--- config.mk ---
export PLATFORM = sky130hd
export DESIGN_NAME = rxq_almost_full_irq
export DESIGN_NICKNAME = d
export VERILOG_FILES = /design/src/rtl/rxq_wm_pkg.sv /design/src/rtl/rxq_period_timer.sv /design/src/rtl/rxq_wm_flag.sv /design/src/rtl/rxq_almost_full_irq.sv
export SDC_FILE = /design/constraint.sdc
export NUM_CORES = 1
export LEC_CHECK = 0
export ABC_AREA = 1
export ABC_CLOCK_PERIOD_IN_PS = 5050
export CAP_MARGIN = 20
export CORE_MARGIN = 2
export CORE_UTILIZATION = 30
export DETAILED_ROUTE_END_ITERATION = 7
export HOLD_SLACK_MARGIN = 0.12
export PLACE_DENSITY_LB_ADDON = 0.05
export SYNTH_ARGS = -nofsm -noshare
export SYNTH_HDL_FRONTEND = slang
export SYNTH_HIERARCHICAL = 1
export SYNTH_SLANG_ARGS = --single-unit
--- constraint.sdc ---
create_clock -name clk -period 5.05 [get_ports clk]
set_input_delay 1.01 -clock clk [delete_from_list [all_inputs] [get_ports clk]]
set_output_delay 1.01 -clock clk [all_outputs]
set_load 0.05 [all_outputs]
--- src/rtl/rxq_wm_pkg.sv ---
// Shared constants for the receive-queue almost-full flag generator.
// Assumes exactly two channels, with A at index 0 and B at index 1.
package rxq_wm_pkg;
    localparam int unsigned NCH  = 2;
    localparam int unsigned CH_A = 0;
    localparam int unsigned CH_B = 1;
endpackage

--- src/rtl/rxq_period_timer.sv ---
// Service timer: a down-counter reloaded from period_cfg.
// It gives a one-cycle tick every period_cfg cycles. A period of 0 holds
// the counter at 0 and gives no ticks. Assumes period_cfg is quasi-static;
// a change takes effect at the next reload, or at once when the count is
// at or below 1.
module rxq_period_timer #(
    parameter int unsigned PER_W = 16
) (
    input  logic             clk,
    input  logic             rst_n,
    input  logic [PER_W-1:0] period_cfg,
    output logic             tick
);
    logic [PER_W-1:0] cnt_q;

    // Expiry when enabled and the count has run down to its last cycle.
    always_comb begin
        tick = (period_cfg != '0) && (cnt_q <= PER_W'(1));
    end

    // Count down, reload on expiry, park at 0 while disabled.
    always_ff @(posedge clk) begin
        if (!rst_n) begin
            cnt_q <= period_cfg;
        end else if (period_cfg == '0) begin
            cnt_q <= '0;
        end else if (tick) begin
            cnt_q <= period_cfg;
        end else begin
            cnt_q <= cnt_q - PER_W'(1);
        end
    end
endmodule

--- src/rtl/rxq_wm_flag.sv ---
// One channel's sticky almost-full flag.
// The flag sets when a store hits the threshold, or when a timer tick
// finds the queue non-empty. It clears on a host write-one. Set beats
// clear. Assumes count is the occupancy seen in the cycle of the store.
module rxq_wm_flag #(
    parameter int unsigned CNT_W = 8
) (
    input  logic             clk,
    input  logic             rst_n,
    input  logic [CNT_W-1:0] count,
    input  logic             wr,
    input  logic [CNT_W-1:0] wm,
    input  logic             tick,
    input  logic             clr,
    output logic             flag
);
    logic wm_hit;
    logic tmr_hit;
    logic set_evt;

    // Decode the two independent set causes.
    always_comb begin
        wm_hit  = wr && (count >= wm);
        tmr_hit = tick && (count != '0);
        set_evt = wm_hit || tmr_hit;
    end

    // Sticky flag register with set priority over clear.
    always_ff @(posedge clk) begin
        if (!rst_n) begin
            flag <= 1'b0;
        end else if (set_evt) begin
            flag <= 1'b1;
        end else if (clr) begin
            flag <= 1'b0;
        end
    end
endmodule

--- src/rtl/rxq_almost_full_irq.sv ---
// Top: two sticky almost-full flags sharing one threshold and one timer.
// Assumes the occupancy counts and store strobes come from the queue
// logic in the same clock domain, and that host_wr is a one-cycle strobe.
module rxq_almost_full_irq
    import rxq_wm_pkg::*;
#(
    parameter int unsigned CNT_W = 8,
    parameter int unsigned PER_W = 16
) (
    input  logic             clk,
    input  logic             rst_n,
    input  logic [CNT_W-1:0] wm_level,
    input  logic [PER_W-1:0] period_cfg,
    input  logic [CNT_W-1:0] a_count,
    input  logic             a_wr,
    input  logic [CNT_W-1:0] b_count,
    input  logic             b_wr,
    input  logic             host_wr,
    input  logic [1:0]       host_wdata,
    output logic             flag_a,
    output logic             flag_b
);
    logic                      tmr_tick;
    logic [NCH-1:0]            wr_v;
    logic [NCH-1:0]            clr_v;
    logic [NCH-1:0]            flag_v;
    logic [NCH-1:0][CNT_W-1:0] cnt_v;

    // Gather per-channel inputs into indexed vectors.
    always_comb begin
        wr_v[CH_A]  = a_wr;
        wr_v[CH_B]  = b_wr;
        cnt_v[CH_A] = a_count;
        cnt_v[CH_B] = b_count;
        clr_v       = host_wr ? host_wdata : '0;
    end

    rxq_period_timer #(.PER_W(PER_W)) u_timer (
        .clk        (clk),
        .rst_n      (rst_n),
        .period_cfg (period_cfg),
        .tick       (tmr_tick)
    );

    for (genvar ch = 0; ch < NCH; ch++) begin : g_ch
        rxq_wm_flag #(.CNT_W(CNT_W)) u_flag (
            .clk   (clk),
            .rst_n (rst_n),
            .count (cnt_v[ch]),
            .wr    (wr_v[ch]),
            .wm    (wm_level),
            .tick  (tmr_tick),
            .clr   (clr_v[ch]),
            .flag  (flag_v[ch])
        );
    end

    // Drive the named flag outputs.
    always_comb begin
        flag_a = flag_v[CH_A];
        flag_b = flag_v[CH_B];
    end
endmodule

==> impl_metrics.json, run 1 <==
{
  "irDropWorstVdd_mv": 0.08909,
  "ios": 49,
  "slew_headroom_pct": 66.56,
  "clock_sinks": 18,
  "rows": 28,
  "fin_util_pct": 41.24,
  "arrival_ps": 2610,
  "total_power_uw": 473.9,
  "cellLeakagePower_nw": 1.273,
  "grt_use_met3_pct": 3.407,
  "crit_slowest_cell": "clkdlybuf4s50_1",
  "routed-via-count": 1872,
  "ant_nets": 0,
  "gr-usage-met1_pct": 24.24,
  "outcome": "completed",
  "path_max_fanout": 9,
  "startpoint": "period_cfg[13]",
  "detail_route.vias_per_cell": 4.333,
  "drive_gt1_share_pct": 8.123,
  "clk_path_buf_depth": 2,
  "hp-class": "flip-flop to flip-flop",
  "initialDrtViolationCount": 75,
  "crit_family": "simple AND/OR/NAND/NOR gates",
  "grt_pass1_wl_um": 8383,
  "antenna_found_initial": 0,
  "slew_violations": 0,
  "core-area_um2": 5886,
  "r2r_end": "g_ch[1].u_flag/flag$_SDFFE_PN0P_",
  "cts_tree": "built",
  "crit_top_cell": "nand2_1",
  "cp.required_ps": 5210,
  "p_per_area_nw_per_um2": 195.2,
  "multiInputGateArea_um2": 1222,
  "crit_end": "u_timer/cnt_q[3]$_DFF_P_",
  "hold_violations": 0,
  "syn_nets": 371,
  "place_inst": 428,
  "skew_ps": 1.844,
  "top_usage_layer": "met2",
  "path_cells": "clkdlybuf4s50_1, nor2_1, nand2_1, nor2_1, nand2_2, nand2_1, inv_2, nand3_1, nand2_1",
  "numCtsBuffers": 3,
  "drc": 0,
  "grt_pass1_vias": 1835,
  "diodes": 0,
  "root_buffer": "clkbuf_8",
  "area_growth_syn_to_layout_pct": 34.16,
  "post-route-period-util_pct": 48.65,
  "max_freq_ghz": 0.4071,
  "syn_inst": 306,
  "setup_viol": 0,
  "worst_skew_pair.late_latency_ps": 260,
  "fill_cells": 662,
  "final_common_cell": "nand2_1",
  "cap_violations": 0,
  "rr_worst_depth": 12,
  "grt.total_usage_pct": 16.44,
  "ys.warnings.count": 6,
  "reg2reg_from": "u_timer/cnt_q[0]$_DFF_P_",
  "avgRoutedWirePerCell_um": 11.23,
  "cts_hold_buf": 0,
  "finalNetCount": 423,
  "end_kind": "flip-flop",
  "fin_tns_setup_ps": 0,
  "cpPeakStageDelay_ps": 440,
  "overflow": 0,
  "max_slew.worst_pin.slew_ps": 500.1,
  "final_cell_mix": "96 x nand2_1, 51 x inv_1, 51 x nor2_1",
  "start_util_pct": 30.74,
  "regArea_um2": 360.3,
  "grt_setup_unrepaired": "false",
  "crit_buf_inv": 2,
  "grt_max_degree": 12,
  "cts_resized": 0,
  "die_area_um2": 6668,
  "critical_path_class": "primary input to flip-flop",
  "cp-start-kind": "primary input",
  "cts_setup_buffers": 0,
  "synth_seq_cells": 18,
  "drtPass1Iterations": 5,
  "clk_pin_slew_ps": 70,
  "die_x_um": 81.66,
  "h-tree-depth": 1,
  "place_congestion": 0.8340,
  "layout.cells.non_filler": 432,
  "die_y_um": 81.66,
  "synth.distinct_cells": 23,
  "crit_cells": 9,
  "period_minus_slack_ps": 2457,
  "ys_seq_area_share_pct": 19.92,
  "portBuffers": 48,
  "syn_area_per_cell_um2": 5.913,
  "reg2reg_slack_ps": 3310,
  "met2_usage_pct": 25.33,
  "netlist_area_um2": 1809,
  "hpwlAfterDp_um": 4091,
  "wirelength_um": 4853
}
layout make-up:
type	count	area share (%)
clock buffers	4	2.268
repair buffers	48	19.79
well taps	75	3.866
flip-flops and latches	18	14.85
inverters	57	8.866
multi-input cells	230	50.36
worst reg2reg max path: stages, from the launching register on:
cell	delay [ps]
dfxtp_1	390
inv_1	80
ha_1	240
inv_1	60
nand2_1	50
nand3_1	60
inv_1	60
nand3_4	100
clkinv_2	110
nand2_4	160
inv_2	50
a22oi_1	190
a21oi_2	80
worst min-delay path by stage:
stage,from,endpoint,slack (ps),cells after the start
3_5_place_dp,g_ch[1].u_flag/flag$_SDFFE_PN0P_,g_ch[1].u_flag/flag$_SDFFE_PN0P_,570,2
5_1_grt,g_ch[1].u_flag/flag$_SDFFE_PN0P_,g_ch[1].u_flag/flag$_SDFFE_PN0P_,640,2
2_1_floorplan,u_timer/cnt_q[0]$_DFF_P_,u_timer/cnt_q[0]$_DFF_P_,550,3
6_report,g_ch[1].u_flag/flag$_SDFFE_PN0P_,g_ch[1].u_flag/flag$_SDFFE_PN0P_,590,2
3_3_place_gp,g_ch[1].u_flag/flag$_SDFFE_PN0P_,g_ch[1].u_flag/flag$_SDFFE_PN0P_,590,2
4_1_cts,g_ch[1].u_flag/flag$_SDFFE_PN0P_,g_ch[1].u_flag/flag$_SDFFE_PN0P_,590,2
state kept, by name, indices dropped and copies added, names as in the netlist:
signal            flops
u_timer/cnt_q        16
g_ch.u_flag/flag      2
report_power, final:
| group | switching, mW | internal (mW) | leakage (nW) | total, mW |
|---|---|---|---|---|
| Combinational | 0.0928 | 0.0828 | 1.09 | 0.176 |
| Clock | 0.0536 | 0.0694 | 0.0288 | 0.123 |
| Sequential | 0.0164 | 0.159 | 0.151 | 0.175 |
cells in the mapped netlist:
library cell	n	area share, %
nand2_1	96	20
inv_1	51	11
nor2_1	51	11
nand3_1	22	6.1
dfxtp_1	18	20
ha_1	18	12
a21oi_1	7	1.9
nand2_2	6	2.1
inv_2	5	1.0
nand4_1	5	1.7
nor2_4	4	2.5
xor2_1	4	1.9
xnor2_1	3	1.5
a21o_1	2	0.83
a21oi_2	2	0.97
a22oi_1	2	0.83
nand2_4	2	1.2
nand3_2	2	1.1
nor2_2	2	0.69
buf_6	1	0.62
clkinv_2	1	0.28
nand3_4	1	0.97
nor3_1	1	0.28
layer usage:
layer  part of all wire [%]  vias to the layer above
met1                     55                      791
met4                   0.25                        0
met3                    5.2                        2
met2                     40                       39
met5                      0                        -
li1                       -                     1040
cells by family (layout without fill, tap and decap cells):
group | count (synthesis) | after routing | share of synthesized area (%)
AOI/OAI and AO/OA | 13 | 13 | 4.564
DFF | 18 | 18 | 19.92
buffers and inverters | 58 | 109 | 12.52
adders and majority gates | 18 | 18 | 12.45
and+or+nand+nor | 192 | 192 | 47.16
xor gates and xnor gates | 7 | 7 | 3.389
per-stage QoR:
step	instance area, um^2	hold WS [ps]	setup WS, ps
after floorplan	1809	546.0	3075
after global placement	2372	587.7	2292
after detailed placement	2372	570.4	2295
after CTS	2427	594.1	2564
after global routing	2427	638.8	2398
final	2427	585.7	2593
(Power assumes the default switching activity.)
==> inputs of run 2 (changes only) <==
--- a/config.mk
+++ b/config.mk
@@ -6,7 +6,7 @@
 export NUM_CORES = 1
 export LEC_CHECK = 0
 export ABC_AREA = 1
-export ABC_CLOCK_PERIOD_IN_PS = 5050
+export ABC_CLOCK_PERIOD_IN_PS = 2300
 export CAP_MARGIN = 20
 export CORE_MARGIN = 2
 export CORE_UTILIZATION = 30
==> constraint.sdc (replaced) <==
create_clock -name clk -period 2.3 [get_ports clk]
set_input_delay 0.46 -clock clk [delete_from_list [all_inputs] [get_ports clk]]
set_output_delay 0.46 -clock clk [all_outputs]
set_load 0.05 [all_outputs]
==> impl_metrics.json, run 2 (synthesis gave the netlist of run 1 again) <==
{
  "cts_resized": 0,
  "cts_tree": "built",
  "reg2reg_from": "u_timer/cnt_q[0]$_DFF_P_",
  "antenna_found_initial": 0,
  "area_growth_syn_to_layout_pct": 34.58,
  "place_congestion": 0.8427,
  "drive_gt1_share_pct": 8.380,
  "grt_pass1_wl_um": 8369,
  "die_y_um": 81.66,
  "path_max_fanout": 9,
  "clock_sinks": 18,
  "initialDrtViolationCount": 78,
  "avgRoutedWirePerCell_um": 11.23,
  "fin_hold_ws_ps": 597.0,
  "grt_pass1_vias": 1831,
  "h-tree-depth": 1,
  "reg2reg_slack_ps": 560,
  "arrival_ps": 2090,
  "setup_viol": 0,
  "hold_violations": 0,
  "outcome": "completed",
  "start_util_pct": 30.74,
  "routed-via-count": 1905,
  "rr_worst_depth": 12,
  "clk_path_buf_depth": 2,
  "clk_pin_slew_ps": 80,
  "drc": 0,
  "die_area_um2": 6668,
  "cts_setup_buffers": 0,
  "end_kind": "flip-flop",
  "detail_route.vias_per_cell": 4.400,
  "post-route-period-util_pct": 83.62,
  "total_power_mw": 1.045,
  "finalNetCount": 424,
  "slew_violations": 0,
  "largest_register": "u_timer/cnt_q",
  "ant_nets": 0,
  "final_cell_mix": "96 x nand2_1, 51 x inv_1, 51 x nor2_1",
  "rows": 28,
  "cpPeakStageDelay_ps": 440,
  "slew_headroom_pct": 66.57,
  "p_per_area_nw_per_um2": 429.2,
  "crit_top_cell": "nand2_1",
  "r2r_end": "g_ch[1].u_flag/flag$_SDFFE_PN0P_",
  "dpl-instance-area_um2": 2380,
  "wirelength_um": 4863,
  "die_x_um": 81.66,
  "crit_slowest_cell": "clkdlybuf4s50_1",
  "crit_family": "simple AND/OR/NAND/NOR gates",
  "max_freq_ghz": 0.5199,
  "portBuffers": 48,
  "grt_max_degree": 12,
  "grt.total_usage_pct": 16.35,
  "max_slew.worst_pin.slew_ps": 499.9,
  "critical_path_class": "primary input to flip-flop",
  "hp-class": "flip-flop to flip-flop",
  "diodes": 0,
  "final_area_um2": 2435,
  "hold_depth": 2,
  "hpwlAfterDp_um": 4117,
  "largestRegisters": "u_timer/cnt_q x16, g_ch.u_flag/flag x2",
  "hold_path.startpoint": "g_ch[1].u_flag/flag$_SDFFE_PN0P_",
  "hold-path-endpoint": "g_ch[1].u_flag/flag$_SDFFE_PN0P_",
  "root_buffer": "clkbuf_8",
  "worst_skew_pair.late_latency_ps": 260,
  "drtPass1Iterations": 4,
  "cellLeakagePower_nw": 1.278,
  "final_common_cell": "nand2_1",
  "startpoint": "period_cfg[13]",
  "path_cells": "clkdlybuf4s50_1, nor2_1, nand2_1, nor2_1, nand2_2, nand2_1, inv_2, nand3_1, nand2_1",
  "skew_ps": 2.855,
  "crit_buf_inv": 2,
  "irDropWorstVdd_mv": 0.2258,
  "cap_violations": 0,
  "ios": 49,
  "core-area_um2": 5886,
  "overflow": 0,
  "cts_hold_buf": 0,
  "cp-start-kind": "primary input",
  "cp.required_ps": 2460,
  "largest_reg_flops": 16,
  "numCtsBuffers": 3,
  "grt_setup_unrepaired": "false",
  "period_minus_slack_ps": 1923,
  "fin_tns_setup_ps": 0
}
[run 2: cell types whose count changed in the layout (fill, tap and decap cells not counted)]
cell   delta
buf_4     +1
[run 2: area by class of cell]
cell class	instances	area, um^2
Inverter	57	215.2
Tap cell	75	93.84
Timing Repair Buffer	49	488.0
Sequential cell	18	360.3
Clock buffer	4	55.05
Fill cell	659	3451
Multi-Input combinational cell	230	1222
[run 2: metrics by stage]
stage	setup slack, ps	cells	util [%]
after global placement	94.92	429	40.43
after floorplan	697.7	306	-
after CTS	382.7	433	41.37
after global routing	175.8	433	41.37
after detailed placement	104.4	429	40.43
final	376.7	433	41.37
[run 2: worst max-delay path by stage]
stage                                            end  slack (ps)  depth (start not counted)
global placement            u_timer/cnt_q[2]$_DFF_P_          90                          9
finish                      u_timer/cnt_q[2]$_DFF_P_         380                          9
CTS                         u_timer/cnt_q[2]$_DFF_P_         380                          9
detailed placement          u_timer/cnt_q[2]$_DFF_P_         100                          9
floorplan           g_ch[0].u_flag/flag$_SDFFE_PN0P_         700                         13
global route                u_timer/cnt_q[2]$_DFF_P_         180                          9
[run 2: worst min-delay path, stage by stage, from the launching register on]
cell	delay, ps
dfxtp_1	340
a22oi_1	100
a21oi_2	120
[run 2: where the power goes]
part | leakage [nW] | total (mW) | switching, mW | internal, mW
logic | 1.10 | 0.386 | 0.203 | 0.183
registers | 0.151 | 0.385 | 0.0360 | 0.349
clock network | 0.0288 | 0.274 | 0.122 | 0.152
total | 1.28 | 1.05 | 0.361 | 0.684
[run 2: routing by layer]
metal | vias to the layer above | global-route usage (%) | wire length, um
li1 | 1040 | - | -
met5 | - | 0 | 0
met2 | 44 | 24.75 | 1974
met1 | 819 | 24.65 | 2565
met4 | 0 | 2.500 | 27
met3 | 2 | 2.637 | 296
==> inputs of run 3 (changes only) <==
--- a/config.mk
+++ b/config.mk
@@ -6,7 +6,7 @@
 export NUM_CORES = 1
 export LEC_CHECK = 0
 export ABC_AREA = 1
-export ABC_CLOCK_PERIOD_IN_PS = 2300
+export ABC_CLOCK_PERIOD_IN_PS = 1600
 export CAP_MARGIN = 20
 export CORE_MARGIN = 2
 export CORE_UTILIZATION = 30
==> constraint.sdc (replaced) <==
create_clock -name clk -period 1.6 [get_ports clk]
set_input_delay 0.32 -clock clk [delete_from_list [all_inputs] [get_ports clk]]
set_output_delay 0.32 -clock clk [all_outputs]
set_load 0.05 [all_outputs]
==> impl_metrics.json, run 3 (synthesis gave the netlist of run 1 again) <==
{
  "outcome": "completed",
  "rr_worst_depth": 12,
  "overflow": 0,
  "drc": 0,
  "avgRoutedWirePerCell_um": 11.10,
  "crit_cells": 9,
  "fin_util_pct": 44.83,
  "cts_tree": "built",
  "post-route-period-util_pct": 95.12,
  "hp-class": "flip-flop to flip-flop",
  "worst_skew_pair.late_latency_ps": 260,
  "crit_family": "simple AND/OR/NAND/NOR gates",
  "crit_top_cell": "nor2_2",
  "cp-start-kind": "primary input",
  "cap_violations": 0,
  "core-area_um2": 5886,
  "drtPass1Iterations": 4,
  "numCtsBuffers": 3,
  "largest_register": "u_timer/cnt_q",
  "final_common_cell": "nand2_1",
  "largestRegisters": "u_timer/cnt_q x16, g_ch.u_flag/flag x2",
  "crit_slowest_cell": "clkdlybuf4s50_1",
  "die_x_um": 81.66,
  "ios": 49,
  "diodes": 0,
  "die_area_um2": 6668,
  "clk_pin_slew_ps": 70,
  "hpwlAfterDp_um": 4193,
  "portBuffers": 48,
  "max_slew.worst_pin.slew_ps": 340.0,
  "wirelength_um": 4984,
  "grt.total_usage_pct": 16.27,
  "path_cells": "clkdlybuf4s50_1, nor2_2, nand2_1, nor2_2, nand2_2, nand2_4, inv_2, a22oi_2, a21oi_2",
  "grt_pass1_wl_um": 8349,
  "detail_route.vias_per_cell": 4.272,
  "cp.required_ps": 1760,
  "start_util_pct": 30.74,
  "max_freq_ghz": 0.6571,
  "hold_violations": 0,
  "irDropWorstVdd_mv": 0.3437,
  "grt_pass1_vias": 1806,
  "h-tree-depth": 1,
  "path_max_fanout": 4,
  "slew_violations": 0,
  "layout.cells.non_filler": 449,
  "pre_cts_slack_ps": -269.2,
  "final_cell_mix": "95 x nand2_1, 50 x inv_1, 46 x clkdlybuf4s50_1",
  "place_inst": 446,
  "routed-via-count": 1918,
  "place_congestion": 0.8103,
  "grt_max_degree": 10,
  "area_growth_syn_to_layout_pct": 45.85,
  "die_y_um": 81.66,
  "end_kind": "flip-flop",
  "antenna_found_initial": 0,
  "fin_tns_setup_ps": 0,
  "period_minus_slack_ps": 1522,
  "ant_nets": 0,
  "root_buffer": "clkbuf_8",
  "initialDrtViolationCount": 83,
  "critical_path_class": "primary input to flip-flop",
  "hold_depth": 3,
  "p_per_area_nw_per_um2": 564.6,
  "skew_ps": 4.319,
  "slew_headroom_pct": 77.16,
  "finalNetCount": 441,
  "clk_path_buf_depth": 2,
  "clock_sinks": 18,
  "crit_buf_inv": 2,
  "rows": 28,
  "cellLeakagePower_nw": 1.361,
  "fin_ws_ps": 78.12,
  "drive_gt1_share_pct": 17.65,
  "cpPeakStageDelay_ps": 440,
  "setup_viol": 0,
  "arrival_ps": 1680,
  "largest_reg_flops": 16
}
## run 3: report_power, final
group	switching, mW	total [mW]	internal (mW)
sequential	0.0525	0.554	0.502
clock	0.164	0.332	0.168
combinational	0.306	0.603	0.297
total	0.523	1.49	0.967
## run 3: routing by layer
metal	part of all wire (%)	track usage (%)	up-vias
met4	0	2.000	0
met5	0	0	-
met2	44	25.25	24
li1	-	-	1073
met1	53	23.92	821
met3	3.1	3.077	0
## run 3: metrics by stage
step / hold WS [ps] / power [mW] / area (um^2)
3_5_place_dp: 568.9 / 1.144 / 2515
2_1_floorplan: 423.1 / 0.8952 / 1809
6_report: 541.3 / 1.490 / 2639
4_1_cts: 553.1 / 1.493 / 2557
3_3_place_gp: 581.8 / 1.145 / 2515
5_1_grt: 564.4 / 1.627 / 2639
## run 3: path summary, 6_finish.rpt
kind	from	end	slack, ps
worst max-delay path	period_cfg[8]	g_ch[1].u_flag/flag$_SDFFE_PN0P_	80
worst min-delay path	u_timer/cnt_q[0]$_DFF_P_	u_timer/cnt_q[0]$_DFF_P_	540
worst max register to register	u_timer/cnt_q[0]$_DFF_P_	u_timer/cnt_q[3]$_DFF_P_	120
worst min register to register	u_timer/cnt_q[0]$_DFF_P_	u_timer/cnt_q[0]$_DFF_P_	540
## run 3: cell type report
| cell class | count | area [um^2] |
|---|---|---|
| fill | 645 | 3247 |
| sequential | 18 | 364.1 |
| clock buffer | 3 | 41.29 |
| timing repair buffer | 66 | 626.9 |
| multi-input combinational | 230 | 1297 |
| inverter | 57 | 215.2 |
| tap | 75 | 93.84 |
## run 3: what timing repair did
| item | 4_1_cts | 5_1_grt |
|---|---|---|
| resized for setup | 1 | 20 |
| pin swaps | 0 | 4 |
| setup buffers | 0 | 0 |
| hold buffers | 0 | 0 |
| setup endpoints to repair | 3 | 18 |
## run 3: worst reg2reg max path, stage by stage (launching register included)
cell	delay (ps)
dfxtp_4	360
inv_1	80
ha_2	200
inv_1	40
nand2_1	50
nand3_1	70
inv_2	80
nand3_4	60
clkinv_2	80
nand2_4	70
buf_6	150
nand3_1	80
nand2_1	50
